### config.mk
export PLATFORM = sky130hd
export DESIGN_NAME = irq_prio_ctrl
export DESIGN_NICKNAME = d
export VERILOG_FILES = /design/src/rtl/irqc_pkg.sv /design/src/rtl/irqc_regs.sv /design/src/rtl/irqc_arbiter.sv /design/src/rtl/irqc_active_stack.sv /design/src/rtl/irq_prio_ctrl.sv
export SDC_FILE = /design/constraint.sdc
export NUM_CORES = 1
export LEC_CHECK = 0
export BUFFER_PORTS_ARGS = -buffer_cell sky130_fd_sc_hd__buf_2
export CAP_MARGIN = 20
export CORE_ASPECT_RATIO = 0.75
export CORE_MARGIN = 2
export CORE_UTILIZATION = 45
export DETAILED_ROUTE_END_ITERATION = 6
export HOLD_SLACK_MARGIN = 0.15
export SYNTH_ARGS = -nofsm -noshare
export SYNTH_HDL_FRONTEND = slang
export SYNTH_HIERARCHICAL = 1
export SYNTH_SLANG_ARGS = --single-unit
### constraint.sdc
create_clock -name clk -period 110.5 [get_ports clk]
set_clock_uncertainty 0.2 [all_clocks]
set_input_delay 11.05 -clock clk [delete_from_list [all_inputs] [get_ports clk]]
set_output_delay 11.05 -clock clk [all_outputs]
set_load 0.03 [all_outputs]
### src/rtl/irqc_pkg.sv
package irqc_pkg;
  // Byte offsets of the register file
  localparam int unsigned OFS_EN_SET    = 'h100;
  localparam int unsigned OFS_EN_CLR    = 'h180;
  localparam int unsigned OFS_PEND_SET  = 'h200;
  localparam int unsigned OFS_PEND_CLR  = 'h280;
  localparam int unsigned OFS_PRIO_BASE = 'h400;
  // Each priority word packs this many byte-wide fields
  localparam int unsigned FIELDS_PER_WORD = 4;
  localparam int unsigned FIELD_W         = 8;
endpackage

### src/rtl/irqc_regs.sv
module irqc_regs
  import irqc_pkg::*;
#(
  parameter int NUM_LINES = 32,
  parameter int PRIO_BITS = 2,
  parameter int ADDR_W    = 12,
  parameter int ID_W      = 6
) (
  input  logic                                 clk,
  input  logic                                 rst_n,
  input  logic                                 bus_wr,
  input  logic [ADDR_W-1:0]                    bus_addr,
  input  logic [31:0]                          bus_wdata,
  output logic [31:0]                          bus_rdata,
  input  logic [NUM_LINES-1:0]                 irq_in,
  input  logic [NUM_LINES-1:0]                 line_active,
  input  logic                                 take_fire,
  input  logic [ID_W-1:0]                      take_id,
  output logic [NUM_LINES-1:0]                 en_q,
  output logic [NUM_LINES-1:0]                 pend_q,
  output logic [NUM_LINES-1:0][PRIO_BITS-1:0]  prio_q
);
  localparam int NUM_PRIO_REGS = (NUM_LINES + FIELDS_PER_WORD - 1) / FIELDS_PER_WORD;
  localparam int FIELD_LSB     = FIELD_W - PRIO_BITS;

  logic                 hit_en_set, hit_en_clr, hit_pd_set, hit_pd_clr;
  logic [NUM_LINES-1:0] en_set, en_clr, pend_set, pend_clr, take_mask;
  logic [NUM_LINES-1:0] en_d, pend_d;
  logic                 en_upd;

  assign hit_en_set = bus_wr && (bus_addr == ADDR_W'(OFS_EN_SET));
  assign hit_en_clr = bus_wr && (bus_addr == ADDR_W'(OFS_EN_CLR));
  assign hit_pd_set = bus_wr && (bus_addr == ADDR_W'(OFS_PEND_SET));
  assign hit_pd_clr = bus_wr && (bus_addr == ADDR_W'(OFS_PEND_CLR));

  assign en_set   = hit_en_set ? bus_wdata[NUM_LINES-1:0] : '0;
  assign en_clr   = hit_en_clr ? bus_wdata[NUM_LINES-1:0] : '0;
  assign pend_set = hit_pd_set ? bus_wdata[NUM_LINES-1:0] : '0;
  assign pend_clr = hit_pd_clr ? bus_wdata[NUM_LINES-1:0] : '0;

  always_comb begin
    take_mask = '0;
    for (int i = 0; i < NUM_LINES; i++) begin
      take_mask[i] = take_fire && (take_id == ID_W'(i));
    end
  end

  // Next state: enable changes only on its two addresses
  assign en_upd = hit_en_set || hit_en_clr;
  assign en_d   = (en_q & ~en_clr) | en_set;

  // Next state: software set wins over a take; a line in service does not re-pend
  assign pend_d = (pend_q & ~pend_clr & ~take_mask) | pend_set
                | (irq_in & ~line_active & ~take_mask);

  always_ff @(posedge clk or negedge rst_n) begin
    if (!rst_n) begin
      en_q <= '0;
    end else if (en_upd) begin
      en_q <= en_d;
    end
  end

  always_ff @(posedge clk or negedge rst_n) begin
    if (!rst_n) begin
      pend_q <= '0;
    end else begin
      pend_q <= pend_d;
    end
  end

  // One priority field per line, each with its own word-address enable
  for (genvar g = 0; g < NUM_LINES; g++) begin : g_prio
    localparam int unsigned WORD_OFS = OFS_PRIO_BASE + 4 * (g / FIELDS_PER_WORD);
    localparam int          BYTE_LSB = FIELD_W * (g % FIELDS_PER_WORD) + FIELD_LSB;
    logic                 prio_we;
    logic [PRIO_BITS-1:0] prio_d;
    assign prio_we = bus_wr && (bus_addr == ADDR_W'(WORD_OFS));
    assign prio_d  = bus_wdata[BYTE_LSB +: PRIO_BITS];
    always_ff @(posedge clk or negedge rst_n) begin
      if (!rst_n) begin
        prio_q[g] <= '0;
      end else if (prio_we) begin
        prio_q[g] <= prio_d;
      end
    end
  end

  // Read multiplexer
  always_comb begin
    bus_rdata = '0;
    if (bus_addr == ADDR_W'(OFS_EN_SET) || bus_addr == ADDR_W'(OFS_EN_CLR)) begin
      bus_rdata[NUM_LINES-1:0] = en_q;
    end else if (bus_addr == ADDR_W'(OFS_PEND_SET) || bus_addr == ADDR_W'(OFS_PEND_CLR)) begin
      bus_rdata[NUM_LINES-1:0] = pend_q;
    end else begin
      for (int r = 0; r < NUM_PRIO_REGS; r++) begin
        if (bus_addr == ADDR_W'(OFS_PRIO_BASE + 4 * r)) begin
          for (int k = 0; k < FIELDS_PER_WORD; k++) begin
            if (FIELDS_PER_WORD * r + k < NUM_LINES) begin
              bus_rdata[FIELD_W * k + FIELD_LSB +: PRIO_BITS] = prio_q[FIELDS_PER_WORD * r + k];
            end
          end
        end
      end
    end
  end

  AST_TAKE_CLEARS: assert property (@(posedge clk) disable iff (!rst_n)
    take_fire |=> ((pend_q & $past(take_mask & ~pend_set)) == '0))
    else $error("taken line still pending");

  AST_ZERO_KEEPS_EN: assert property (@(posedge clk) disable iff (!rst_n)
    (hit_en_set && bus_wdata[NUM_LINES-1:0] == '0) |=> $stable(en_q))
    else $error("zero write changed enables");
endmodule

### src/rtl/irqc_arbiter.sv
module irqc_arbiter #(
  parameter int NUM_LINES = 32,
  parameter int PRIO_BITS = 2,
  parameter int ID_W      = 6,
  parameter int LVL_W     = 3
) (
  input  logic [NUM_LINES-1:0]                 pend,
  input  logic [NUM_LINES-1:0]                 en,
  input  logic [NUM_LINES-1:0][PRIO_BITS-1:0]  prio,
  input  logic                                 mask_all,
  input  logic                                 nmi_pend,
  input  logic [LVL_W-1:0]                     cur_lvl,
  output logic                                 req_valid,
  output logic [ID_W-1:0]                      req_id,
  output logic [LVL_W-1:0]                     req_lvl
);
  localparam logic [ID_W-1:0] NMI_ID = ID_W'(NUM_LINES);

  logic                 found;
  logic [PRIO_BITS-1:0] best_p;
  logic [ID_W-1:0]      best_idx;

  // Scan from the top so that the lowest index wins a tie
  always_comb begin
    found    = 1'b0;
    best_p   = '1;
    best_idx = '0;
    for (int i = NUM_LINES - 1; i >= 0; i--) begin
      if (pend[i] && en[i] && !mask_all && (!found || prio[i] <= best_p)) begin
        found    = 1'b1;
        best_p   = prio[i];
        best_idx = ID_W'(i);
      end
    end
  end

  // Level 0 belongs to the non-maskable line; programmable value p maps to p+1
  always_comb begin
    if (nmi_pend) begin
      req_id    = NMI_ID;
      req_lvl   = '0;
      req_valid = (cur_lvl != '0);
    end else begin
      req_id    = best_idx;
      req_lvl   = LVL_W'(best_p) + LVL_W'(1);
      req_valid = found && (LVL_W'(best_p) + LVL_W'(1) < cur_lvl);
    end
  end
endmodule

### src/rtl/irqc_active_stack.sv
module irqc_active_stack #(
  parameter int NUM_LINES = 32,
  parameter int ID_W      = 6,
  parameter int LVL_W     = 3,
  parameter int DEPTH     = 5,
  parameter int IDLE_LVL  = 5
) (
  input  logic                 clk,
  input  logic                 rst_n,
  input  logic                 push,
  input  logic [ID_W-1:0]      push_id,
  input  logic [LVL_W-1:0]     push_lvl,
  input  logic                 pop_req,
  output logic [LVL_W-1:0]     cur_lvl,
  output logic [NUM_LINES-1:0] line_active,
  output logic                 nmi_active
);
  localparam int SP_W = $clog2(DEPTH + 1);

  logic [ID_W-1:0]  id_q  [DEPTH];
  logic [LVL_W-1:0] lvl_q [DEPTH];
  logic [SP_W-1:0]  sp_q, sp_d;
  logic             pop;

  assign pop = pop_req && (sp_q != '0);

  always_comb begin
    sp_d = sp_q;
    if (push) begin
      sp_d = sp_q + SP_W'(1);
    end else if (pop) begin
      sp_d = sp_q - SP_W'(1);
    end
  end

  always_ff @(posedge clk or negedge rst_n) begin
    if (!rst_n) begin
      sp_q <= '0;
    end else if (push || pop) begin
      sp_q <= sp_d;
    end
  end

  for (genvar e = 0; e < DEPTH; e++) begin : g_entry
    logic we;
    assign we = push && (sp_q == SP_W'(e));
    always_ff @(posedge clk or negedge rst_n) begin
      if (!rst_n) begin
        id_q[e]  <= '0;
        lvl_q[e] <= '0;
      end else if (we) begin
        id_q[e]  <= push_id;
        lvl_q[e] <= push_lvl;
      end
    end
  end

  always_comb begin
    cur_lvl     = LVL_W'(IDLE_LVL);
    line_active = '0;
    nmi_active  = 1'b0;
    for (int i = 0; i < DEPTH; i++) begin
      if (sp_q == SP_W'(i + 1)) begin
        cur_lvl = lvl_q[i];
      end
      if (SP_W'(i) < sp_q) begin
        if (id_q[i] == ID_W'(NUM_LINES)) begin
          nmi_active = 1'b1;
        end
        for (int j = 0; j < NUM_LINES; j++) begin
          if (id_q[i] == ID_W'(j)) begin
            line_active[j] = 1'b1;
          end
        end
      end
    end
  end

  AST_NO_OVERFLOW: assert property (@(posedge clk) disable iff (!rst_n)
    push |-> (sp_q < SP_W'(DEPTH)))
    else $error("active stack overflow");

  AST_PREEMPT_STRICT: assert property (@(posedge clk) disable iff (!rst_n)
    push |-> (push_lvl < cur_lvl))
    else $error("take without strictly higher urgency");

  AST_POP_UNWINDS: assert property (@(posedge clk) disable iff (!rst_n)
    (pop && !push) |=> (sp_q == $past(sp_q) - SP_W'(1)))
    else $error("return did not unwind one level");
endmodule

### src/rtl/irq_prio_ctrl.sv
module irq_prio_ctrl #(
  parameter int  NUM_LINES = 32,
  parameter int  PRIO_BITS = 2,
  parameter int  ADDR_W    = 12,
  localparam int ID_W      = $clog2(NUM_LINES + 1)
) (
  input  logic                 clk,
  input  logic                 rst_n,
  input  logic                 bus_wr,
  input  logic [ADDR_W-1:0]    bus_addr,
  input  logic [31:0]          bus_wdata,
  output logic [31:0]          bus_rdata,
  input  logic [NUM_LINES-1:0] irq_in,
  input  logic                 nmi_in,
  input  logic                 mask_all,
  output logic                 req_valid,
  output logic [ID_W-1:0]      req_id,
  input  logic                 req_take,
  input  logic                 req_ret
);
  localparam int              NUM_PRIO = 1 << PRIO_BITS;
  localparam int              IDLE_LVL = NUM_PRIO + 1;
  localparam int              LVL_W    = $clog2(IDLE_LVL + 1);
  localparam int              DEPTH    = NUM_PRIO + 1;
  localparam logic [ID_W-1:0] NMI_ID   = ID_W'(NUM_LINES);

  // Asynchronous assertion, synchronous release
  logic rst_meta_q, rst_sync_n;
  always_ff @(posedge clk or negedge rst_n) begin
    if (!rst_n) begin
      rst_meta_q <= 1'b0;
      rst_sync_n <= 1'b0;
    end else begin
      rst_meta_q <= 1'b1;
      rst_sync_n <= rst_meta_q;
    end
  end

  logic [NUM_LINES-1:0]                en_q, pend_q, line_active;
  logic [NUM_LINES-1:0][PRIO_BITS-1:0] prio_q;
  logic [LVL_W-1:0]                    cur_lvl, win_lvl;
  logic                                nmi_active, take_fire;
  logic                                nmi_pend_q, nmi_pend_d, nmi_take;

  assign take_fire = req_take && req_valid && !req_ret;
  assign nmi_take  = take_fire && (req_id == NMI_ID);

  assign nmi_pend_d = (nmi_pend_q && !nmi_take) || (nmi_in && !nmi_active && !nmi_take);

  always_ff @(posedge clk or negedge rst_sync_n) begin
    if (!rst_sync_n) begin
      nmi_pend_q <= 1'b0;
    end else begin
      nmi_pend_q <= nmi_pend_d;
    end
  end

  irqc_regs #(
    .NUM_LINES(NUM_LINES), .PRIO_BITS(PRIO_BITS), .ADDR_W(ADDR_W), .ID_W(ID_W)
  ) u_regs (
    .clk(clk), .rst_n(rst_sync_n),
    .bus_wr(bus_wr), .bus_addr(bus_addr), .bus_wdata(bus_wdata), .bus_rdata(bus_rdata),
    .irq_in(irq_in), .line_active(line_active),
    .take_fire(take_fire), .take_id(req_id),
    .en_q(en_q), .pend_q(pend_q), .prio_q(prio_q)
  );

  irqc_arbiter #(
    .NUM_LINES(NUM_LINES), .PRIO_BITS(PRIO_BITS), .ID_W(ID_W), .LVL_W(LVL_W)
  ) u_arb (
    .pend(pend_q), .en(en_q), .prio(prio_q), .mask_all(mask_all),
    .nmi_pend(nmi_pend_q), .cur_lvl(cur_lvl),
    .req_valid(req_valid), .req_id(req_id), .req_lvl(win_lvl)
  );

  irqc_active_stack #(
    .NUM_LINES(NUM_LINES), .ID_W(ID_W), .LVL_W(LVL_W), .DEPTH(DEPTH), .IDLE_LVL(IDLE_LVL)
  ) u_stack (
    .clk(clk), .rst_n(rst_sync_n),
    .push(take_fire), .push_id(req_id), .push_lvl(win_lvl), .pop_req(req_ret),
    .cur_lvl(cur_lvl), .line_active(line_active), .nmi_active(nmi_active)
  );

  AST_MASK_BLOCKS: assert property (@(posedge clk) disable iff (!rst_sync_n)
    (mask_all && req_valid) |-> (req_id == NMI_ID))
    else $error("masked line requested");

  AST_NMI_WINS: assert property (@(posedge clk) disable iff (!rst_sync_n)
    (nmi_pend_q && !nmi_active) |-> (req_valid && req_id == NMI_ID))
    else $error("non-maskable request not presented");
endmodule

==> flow_metrics.py, run 1 <==
metrics = {
    "outcome": {
        "outcome": "completed",
    },
    "logic_synthesis": {
        "async_flop_share_pct": 100.0,
        "yosysSeqAreaShare_pct": 30.23,
        "syn_avg_cell_area_um2": 8.753,
        "synth_top_flop_cell": "dfrtp_1",
        "syn_area_um2": 14820,
        "synthDistinctLibCells": 105,
        "yosysWarnings": 6,
        "synth-edff-count": 0,
        "syn_nets": 1846,
        "synth_seq_cells": 179,
        "postSynthCellCount": 1693,
    },
    "clocking": {
        "post-cts-setup-buffer-count": 0,
        "cts.clk_slew.worst_paths_ns": 0.09,
        "clk_latency_ns": 0.46,
        "cts_sinks": 179,
        "clockBufferDepth": 2,
        "tritoncts": "yes",
        "ctsRootBufferMaster": "clkbuf_16",
        "cts_hold_buf": 0,
        "htree_levels": 4,
        "cts.repair.resized": 0,
        "cts_buffers": 17,
    },
    "hold_path": {
        "worstHoldPathType": "reg -> reg",
    },
    "detailed_routing": {
        "ant_nets": 0,
        "dr.pass1.iters": 6,
        "vias": 14466,
        "wl_mm": 55.54,
        "top_layer": "met5",
        "vias_per_cell": 6.502,
        "wl_met2_mm": 22.72,
        "wl_met3_mm": 5.931,
        "drcViolationCount": 0,
        "wl_met1_mm": 25.84,
        "routedWlPerCell_um": 24.96,
        "first_iter_violations": 1766,
    },
    "worst_setup_path": {
        "crit_type": "in -> out",
        "crit_required_ns": 99.25,
        "cp_slowest_stage_delay_ns": 0.66,
        "start_kind": "primary input",
        "crit_path_top_delay_cell": "a2bb2oi_1",
        "cp.arrival_ns": 56.48,
        "crit_path_max_fanout": 10,
        "cpMostUsedCell": "ha_1",
        "end_kind": "primary output",
    },
    "final_layout": {
        "syn_to_final_growth_pct": 11.02,
        "post-route-util_pct": 50.81,
        "final_nets": 1921,
        "drive_gt1_share_pct": 20.49,
        "layout_common_cells": "dfrtp_1 (178), nand2_1 (162), nand3_1 (130)",
        "layout.cells.non_filler": 2225,
        "final_common_cell": "dfrtp_1",
        "multiInputGateArea_um2": 9583,
        "seq_area_um2": 4483,
        "final.fill_count": 3147,
    },
    "power_and_ir_drop": {
        "power.density_nw_per_um2": 11.49,
        "vdd_drop_max_uv": 8.795,
        "leakagePower_nw": 7.315,
    },
    "timing": {
        "slew_viol_final": 0,
        "tightest_slew_ns": 1.039,
        "setup-tns-final_ns": 0,
        "period_minus_slack_ns": 67.73,
        "slew_headroom_pct": 29.79,
        "hold_viol_final": 0,
        "grt_setup_unrepaired": "false",
        "setup_viol": 0,
        "post-route-period-util_pct": 61.30,
        "max_freq_mhz": 14.76,
    },
    "place": {
        "dp_cells": 2190,
        "dp_hpwl_mm": 43.15,
        "io_buffer_count": 121,
        "gp_congestion": 0.9775,
    },
    "floorplanning": {
        "placementRows": 57,
        "start_util_pct": 45.77,
        "ios": 122,
        "core_um2": 32380,
        "die_y_um": 161.2,
        "die_area_um2": 34410,
        "die_w_um": 213.5,
    },
    "global_route": {
        "antenna_found_initial": 2,
        "gr-total-overflow": 0,
        "grt_pass1_wl_mm": 83.79,
        "grt_pass1_vias": 13280,
        "grt_start_max_net_pins": 69,
        "grt_usage_pct": 32.60,
    },
    "flow_run": {
        "maxCapViolCount": 0,
    },
}
[kinds of logic after synthesis]
family                     Yosys count  share of synthesized area [%]
adders and majority gates           70                          5.910
and+or+nand+nor                    689                          25.86
muxes                              144                          11.54
AOI/OAI and AO/OA                  413                          21.03
xor gates and xnor gates             1                        0.05911
DFF                                179                          30.23
other                                1                        0.02530
buffers and inverters              196                          5.344
[metrics by stage]
stage | instance area (um^2) | setup slack [ns] | power, mW | hold WS [ns]
2_1_floorplan | 14820 | 47.84 | 0.1062 | 0.1312
3_3_place_gp | 15780 | 45.00 | 0.1203 | 0.1331
3_5_place_dp | 15780 | 43.55 | 0.1208 | 0.1347
4_1_cts | 16440 | 43.39 | 0.1892 | 0.1545
5_1_grt | 16450 | 38.86 | 0.1977 | 0.1659
6_report | 16450 | 42.77 | 0.1891 | 0.1539
[Yosys cell counts (21+ instances only)]
cell type / number / area share, %
a22o_1: 57 / 3.4
a21oi_1: 54 / 1.8
nand2_1: 162 / 4.1
and2_1: 21 / 0.89
a22oi_1: 32 / 1.6
nor2b_1: 47 / 2.0
o211ai_1: 47 / 2.4
nand3b_1: 40 / 2.0
o21ai_0: 49 / 1.7
dfrtp_1: 179 / 30
nand2b_1: 30 / 1.3
nand3_1: 130 / 4.4
mux2_2: 121 / 9.2
ha_1: 70 / 5.9
nor2_1: 86 / 2.2
nor3_1: 34 / 1.1
o22ai_1: 27 / 1.1
inv_1: 110 / 2.8
clkbuf_1: 56 / 1.4
[final timing paths]
kind / slack, ns / depth (start not counted) / end / startpoint
setup / recovery: 42.77 / 208 / req_valid / mask_all
hold / removal: 0.15 / 0 / rst_sync_n / rst_meta_q
setup reg to reg: 62.70 / 213 / u_regs/pend_q[5] / u_regs/pend_q[31]
hold reg to reg: 0.15 / 0 / rst_sync_n / rst_meta_q
max in group asynchronous: 99.85 / 1 / rst_sync_n / rst_n
min in group asynchronous: 0.17 / 0 / u_regs/prio_q[3] / rst_sync_n
[worst max-delay path, delay by kind of cell]
kind            cells  cell delay [ns]
buf+inv            10             0.98
fa+ha+maj          33             8.90
simple gates       61            11.20
mux                11             3.86
compound gates     93            20.40
[flip-flops by register name, summed over array words and instances, names as in the netlist]
name and flops:
rst_sync_n 1, u_regs/prio_q 64, u_stack/lvl_q 15, u_regs/pend_q 32, nmi_pend_q 1, rst_meta_q 1, u_stack/sp_q 3, u_regs/en_q 32
u_stack/id_q 30
[routing by layer]
| metal | vias up | GRT usage [%] |
|---|---|---|
| met3 | 52 | 7.778 |
| met2 | 727 | 44.78 |
| li1 | 6534 | - |
| met5 | - | 1.293 |
| met1 | 7151 | 50.72 |
| met4 | 2 | 7.513 |
[cell type report]
class | count | area share [%]
sequential | 179 | 27.25
inverter | 111 | 2.533
clock inverter | 15 | 1.430
multi-input combinational | 1318 | 58.25
timing repair buffer | 141 | 4.563
clock buffer | 17 | 2.586
antenna | 2 | 0.03042
tap | 442 | 3.361
[power by group]
| group | switching, mW | leakage, nW | total (mW) | internal [mW] |
|---|---|---|---|---|
| clock network | 0.0341 | 0.317 | 0.0682 | 0.0340 |
| registers | 0.00619 | 2.30 | 0.0749 | 0.0687 |
| logic | 0.0295 | 4.70 | 0.0460 | 0.0165 |
| total | 0.0699 | 7.31 | 0.189 | 0.119 |
No activity file was read; power rests on OpenSTA's default activity.
==> inputs of run 2 (changes only) <==
--- a/config.mk
+++ b/config.mk
@@ -5,6 +5,7 @@
 export SDC_FILE = /design/constraint.sdc
 export NUM_CORES = 1
 export LEC_CHECK = 0
+export ABC_AREA = 1
 export BUFFER_PORTS_ARGS = -buffer_cell sky130_fd_sc_hd__buf_2
 export CAP_MARGIN = 20
 export CORE_ASPECT_RATIO = 0.75
@@ -12,6 +13,7 @@
 export CORE_UTILIZATION = 45
 export DETAILED_ROUTE_END_ITERATION = 6
 export HOLD_SLACK_MARGIN = 0.15
+export PLACE_DENSITY = 0.65
 export SYNTH_ARGS = -nofsm -noshare
 export SYNTH_HDL_FRONTEND = slang
 export SYNTH_HIERARCHICAL = 1
==> constraint.sdc (replaced) <==
create_clock -name clk -period 57.2 [get_ports clk]
set_clock_uncertainty 0.2 [all_clocks]
set_input_delay 5.72 -clock clk [delete_from_list [all_inputs] [get_ports clk]]
set_output_delay 5.72 -clock clk [all_outputs]
set_load 0.03 [all_outputs]
==> run 2 against run 1 <==
Effect of this change: register-to-register slack lost 42 ns; sequential cell count is the same; combinational power grew 100%; worst hold slack lost 0.0032 ns; synthesized cell count grew 30%; power grew 88%; cell area shrank 1.6%; global-route usage shrank 0.60 points; utilization shrank 0.57 points; clock-buffer cell count grew 2; critical path depth grew 36; critical path type unchanged; largest power group unchanged.
==> flow_metrics.py, run 2 <==
metrics = {
    "worst_setup_path": {
        "regToRegSetupSlack_ns": 20.81,
        "cpMostUsedCell": "nand2_1",
        "cp_slowest_stage_delay_ns": 0.42,
        "crit_type": "in -> out",
        "crit_path_top_delay_cell": "a2111oi_0",
        "end_kind": "primary output",
        "reg2regPathDepth": 250,
        "r2r-start": "u_regs/pend_q[31]",
        "start_kind": "primary input",
        "crit_path_max_fanout": 28,
        "cp.arrival_ns": 39.75,
        "r2r-end": "u_regs/pend_q[29]",
        "crit_required_ns": 51.28,
    },
    "clocking": {
        "tritoncts": "yes",
        "cts_sinks": 179,
        "cts.clk_slew.worst_paths_ns": 0.07,
        "cts_hold_buf": 0,
        "post-cts-setup-buffer-count": 0,
        "htree_levels": 4,
        "cts_buffers": 17,
        "cts.repair.resized": 0,
        "clk_latency_ns": 0.46,
        "clockBufferDepth": 2,
        "ctsRootBufferMaster": "clkbuf_16",
    },
    "final_layout": {
        "layout_common_cells": "nand2_1 (580), inv_1 (287), nor2_1 (266)",
        "largest_register": "u_regs/prio_q",
        "final_nets": 2453,
        "final_common_cell": "nand2_1",
        "drive_gt1_share_pct": 12.84,
        "syn_to_final_growth_pct": 10.23,
        "top_regs": "u_regs/prio_q: 64 flops, u_regs/en_q: 32 flops, u_regs/pend_q: 32 flops",
        "post-route-util_pct": 50.24,
        "largest_register_ffs": 64,
    },
    "power_and_ir_drop": {
        "leakagePower_nw": 8.026,
        "power.density_nw_per_um2": 21.94,
        "vdd_drop_max_uv": 16.06,
    },
    "flow_run": {
        "maxCapViolCount": 0,
    },
    "global_route": {
        "grt_pass1_wl_mm": 82.30,
        "antenna_found_initial": 4,
        "gr-total-overflow": 0,
        "grt_start_max_net_pins": 77,
        "grt_pass1_vias": 13983,
        "grt_usage_pct": 31.99,
    },
    "timing": {
        "max_freq_mhz": 21.90,
        "setup-tns-final_ns": 0,
        "setup_viol": 0,
        "hold_viol_final": 0,
        "whs_ns": 0.1507,
        "period_minus_slack_ns": 45.67,
        "grt_setup_unrepaired": "false",
        "slew_headroom_pct": 25.54,
        "post-route-period-util_pct": 79.84,
        "tightest_slew_ns": 1.111,
        "slew_viol_final": 0,
    },
    "logic_synthesis": {
        "synth_top_cells_by_count": "nand2_1 (580), inv_1 (287), nor2_1 (266), dfrtp_1 (179), nand3_1 (176)",
        "async_flop_share_pct": 100.0,
        "yosysWarnings": 6,
        "synth_seq_cells": 179,
        "synth_top_flop_cell": "dfrtp_1",
        "yosysSeqAreaShare_pct": 30.49,
        "synthDistinctLibCells": 57,
        "postSynthCellCount": 2209,
        "syn_nets": 2362,
        "synth_top_area_share_pct": 30.49,
        "synth-edff-count": 0,
        "syn_avg_cell_area_um2": 6.651,
        "yosysMostFrequentCell": "nand2_1",
        "synth_top_cell_by_area": "dfrtp_1",
        "synth_area_leaders": "dfrtp_1 (30%), nand2_1 (15%), inv_1 (7.3%)",
        "syn_area_um2": 14690,
    },
    "detailed_routing": {
        "dr.pass1.iters": 6,
        "routedWlPerCell_um": 19.65,
        "drcViolationCount": 0,
        "first_iter_violations": 1923,
        "ant_nets": 0,
        "vias_per_cell": 5.615,
        "wl_mm": 54.16,
        "vias": 15480,
    },
    "floorplanning": {
        "start_util_pct": 45.58,
        "die_y_um": 160.5,
        "ios": 122,
        "placementRows": 57,
        "die_area_um2": 34120,
        "die_w_um": 212.6,
        "core_um2": 32240,
    },
    "outcome": {
        "outcome": "completed",
    },
    "place": {
        "gp_congestion": 1.067,
        "io_buffer_count": 121,
        "dp_hpwl_mm": 42.49,
    },
    "hold_path": {
        "worstHoldPathType": "reg -> async",
    },
}
[run 2: cell count changes after synthesis, moves of 70 or more]
cell | previous run | this run
nor2_1 | 86 | 266
o21ai_1 | 7 | 77
mux2_2 | 121 | 0
o21ai_0 | 49 | 132
inv_1 | 110 | 287
nand2_1 | 162 | 580
[run 2: metrics by stage]
step                      std cells  worst slack (ns)  cell area (um^2)  power, mW
after floorplan                2209             15.51             14690     0.2088
after global placement         2721             13.38             15580     0.2348
after detailed placement       2721             12.00             15580     0.2367
after global routing           2755             8.403             16190     0.3755
final                          2757             11.53             16190     0.3553
after CTS                      2753             11.91             16150     0.3549
[run 2: worst max-delay path, delay by kind of cell]
kind,cells,cell delay (ns)
simple gates,114,14.03
fa+ha+maj,33,8.56
compound gates,60,7.64
buf+inv,37,3.77
[run 2: cell type report]
type                       instances  area (um^2)
antenna                            2        5.005
sequential                       179         4483
fill                            3372        16040
inverter                         304         1149
timing repair buffer             132        708.2
multi-input combinational       1666         8725
clock inverter                    13        128.9
tap                              442        553.0
clock buffer                      19        442.9
[run 2: worst max-delay path by stage]
stage          startpoint        end  depth (start not counted)
6_report         mask_all  req_valid                        244
5_1_grt          mask_all  req_valid                        243
3_3_place_gp     mask_all  req_valid                        244
2_1_floorplan    mask_all  req_valid                        243
3_5_place_dp     mask_all  req_valid                        244
4_1_cts          mask_all  req_valid                        244
[run 2: power breakdown]
part | total [mW] | switching, mW | internal [mW] | leakage [nW]
clock | 0.118 | 0.0562 | 0.0619 | 0.275
sequential | 0.143 | 0.0100 | 0.133 | 2.31
combinational | 0.0941 | 0.0685 | 0.0256 | 5.44
total | 0.355 | 0.135 | 0.220 | 8.03
[run 2: cells by family after synthesis]
family / count (synthesis) / share of synthesized area, %
other cells: 1 / 0.02552
fa+ha+maj: 70 / 5.962
flops: 179 / 30.49
simple gates: 1242 / 39.27
buf+inv: 364 / 10.19
xor+xnor: 1 / 0.05963
compound gates: 352 / 14.00
[run 2: metal layers]
| metal | wire [um] | share of wire [%] | global-route usage, % | vias up |
|---|---|---|---|---|
| met5 | 0 | 0 | 0 | - |
| li1 | - | - | - | 7366 |
| met3 | 5890 | 11 | 6.336 | 68 |
| met2 | 21540 | 40 | 43.63 | 794 |
| met4 | 1525 | 2.8 | 10.81 | 0 |
| met1 | 25210 | 47 | 49.57 | 7252 |
==> inputs of run 3 (changes only) <==
--- a/config.mk
+++ b/config.mk
@@ -13,7 +13,6 @@
 export CORE_UTILIZATION = 45
 export DETAILED_ROUTE_END_ITERATION = 6
 export HOLD_SLACK_MARGIN = 0.15
-export PLACE_DENSITY = 0.65
 export SYNTH_ARGS = -nofsm -noshare
 export SYNTH_HDL_FRONTEND = slang
 export SYNTH_HIERARCHICAL = 1
==> constraint.sdc (replaced) <==
create_clock -name clk -period 47.5 [get_ports clk]
set_clock_uncertainty 0.2 [all_clocks]
set_input_delay 4.75 -clock clk [delete_from_list [all_inputs] [get_ports clk]]
set_output_delay 4.75 -clock clk [all_outputs]
set_load 0.03 [all_outputs]
==> run 3 against run 2 <==
Effect of this change: combinational power increased by 20%; clock power increased by 29%; non-clock buffer count unchanged; global-route usage increased by 0.69 points; sequential cell count unchanged; die area unchanged; largest power group unchanged.
==> flow_metrics.py, run 3 (synthesized netlist as in run 2, its figures left out) <==
metrics = {
    "detailed_routing": {
        "vias_per_cell": 5.606,
        "first_iter_violations": 1830,
        "vias": 15445,
        "dr.pass1.iters": 7,
        "ant_nets": 0,
        "drcViolationCount": 0,
        "routedWlPerCell_um": 19.94,
        "wl_mm": 54.94,
    },
    "final_layout": {
        "final_common_cell": "nand2_1",
        "final_nets": 2453,
        "drive_gt1_share_pct": 12.80,
        "syn_to_final_growth_pct": 10.31,
        "largest_register": "u_regs/prio_q",
        "antenna_cells": 0,
        "layout_common_cells": "nand2_1 (580), inv_1 (287), nor2_1 (266)",
        "post-route-util_pct": 50.28,
        "largest_register_ffs": 64,
        "top_regs": "u_regs/prio_q: 64 flops, u_regs/en_q: 32 flops, u_regs/pend_q: 32 flops",
    },
    "worst_setup_path": {
        "crit_type": "in -> out",
        "crit_required_ns": 42.55,
        "cp.arrival_ns": 38.78,
        "end_kind": "primary output",
        "crit_path_max_fanout": 28,
        "cp_slowest_stage_delay_ns": 0.40,
        "reg2regPathDepth": 247,
        "crit_path_top_delay_cell": "a2111oi_0",
        "start_kind": "primary input",
        "cpMostUsedCell": "nand2_1",
    },
    "timing": {
        "tightest_slew_ns": 0.9607,
        "setup-tns-final_ns": 0,
        "setup_viol": 0,
        "slew_viol_final": 0,
        "max_freq_mhz": 22.87,
        "grt_setup_unrepaired": "false",
        "period_minus_slack_ns": 43.73,
        "hold_viol_final": 0,
        "post-route-period-util_pct": 92.06,
        "slew_headroom_pct": 35.11,
    },
    "floorplanning": {
        "placementRows": 57,
        "ios": 122,
        "die_w_um": 212.6,
        "die_y_um": 160.5,
        "die_area_um2": 34120,
        "core_um2": 32240,
        "start_util_pct": 45.58,
    },
    "power_and_ir_drop": {
        "combPwrFrac_pct": 25.9,
        "power.density_nw_per_um2": 27.03,
        "seqPwrFrac_pct": 39.3,
        "vdd_drop_max_uv": 19.18,
        "power_frac_clock_pct": 34.8,
        "power_switching_uw": 161.4,
        "swShare_pct": 36.84,
        "leakagePower_nw": 8.039,
        "p_int_uw": 276.7,
    },
    "clocking": {
        "htree_levels": 4,
        "clockBufferDepth": 2,
        "cts_sinks": 179,
        "cts.clk_slew.worst_paths_ns": 0.07,
        "ctsRootBufferMaster": "clkbuf_16",
        "cts_hold_buf": 0,
        "tritoncts": "yes",
        "cts.repair.resized": 0,
        "cts_buffers": 17,
        "post-cts-setup-buffer-count": 0,
        "clk_latency_ns": 0.46,
    },
    "global_route": {
        "grt_pass1_vias": 14097,
        "antenna_found_initial": 0,
        "grt_start_max_net_pins": 72,
        "gr-total-overflow": 0,
        "grt_usage_pct": 32.69,
        "grt_pass1_wl_mm": 83.55,
    },
    "place": {
        "gp_congestion": 0.9933,
        "dp_hpwl_mm": 43.32,
        "io_buffer_count": 121,
    },
    "outcome": {
        "outcome": "completed",
    },
    "hold_path": {
        "worstHoldPathType": "reg -> reg",
        "hold_path_depth": 0,
    },
    "flow_run": {
        "maxCapViolCount": 0,
    },
}
## run 3: stage by stage
step / cells / cell area, um^2 / power [mW] / worst slack [ns] / hold WS, ns
3_3_place_gp: 2721 / 15580 / 0.2842 / 5.543 / 0.1364
6_report: 2755 / 16210 / 0.4380 / 3.771 / 0.1529
5_1_grt: 2755 / 16210 / 0.4603 / 0.6841 / 0.1612
3_5_place_dp: 2721 / 15580 / 0.2858 / 4.153 / 0.1373
2_1_floorplan: 2209 / 14690 / 0.2514 / 7.754 / 0.1312
4_1_cts: 2753 / 16190 / 0.4378 / 4.064 / 0.1538
## run 3: path summary, 6_finish.rpt
check / start / to / slack [ns]
hold / removal: rst_meta_q / rst_sync_n / 0.15
hold reg to reg: rst_meta_q / rst_sync_n / 0.15
min in group asynchronous: rst_sync_n / u_regs/prio_q[55] / 0.18
setup / recovery: mask_all / req_valid / 3.77
setup reg to reg: u_regs/pend_q[31] / u_stack/id_q[29] / 11.77
max in group asynchronous: rst_n / rst_sync_n / 43.13
## run 3: layout make-up
type / count / area (um^2)
clock buffer: 20 / 456.7
multi-input combinational: 1666 / 8720
clock inverter: 12 / 153.9
sequential: 179 / 4483
inverter: 304 / 1149
tap: 442 / 553.0
fill: 3339 / 16030
timing repair buffer: 132 / 691.9
## run 3: power groups by stage
stage | clock, mW | combinational (mW) | sequential (mW)
2_1_floorplan | 0 | 0.0795 | 0.172
3_3_place_gp | 0 | 0.109 | 0.175
6_report | 0.152 | 0.113 | 0.172
3_5_place_dp | 0 | 0.111 | 0.175
4_1_cts | 0.154 | 0.111 | 0.172
5_1_grt | 0.160 | 0.126 | 0.174
## run 3: layer usage
layer,global-route usage (%),routed length [um],vias up
met5,0,0,-
met4,8.837,1239,0
met3,9.288,6440,77
met2,44.06,21700,773
met1,50.15,25560,7238
li1,-,-,7357
## run 3: critical path, delay by kind of cell
family / cells / cell delay, ns
AND/OR/NAND/NOR: 114 / 14.02
adder cells (fa/ha/maj): 33 / 8.46
AO/OA/AOI/OAI: 60 / 7.69
buffers and inverters: 37 / 3.80
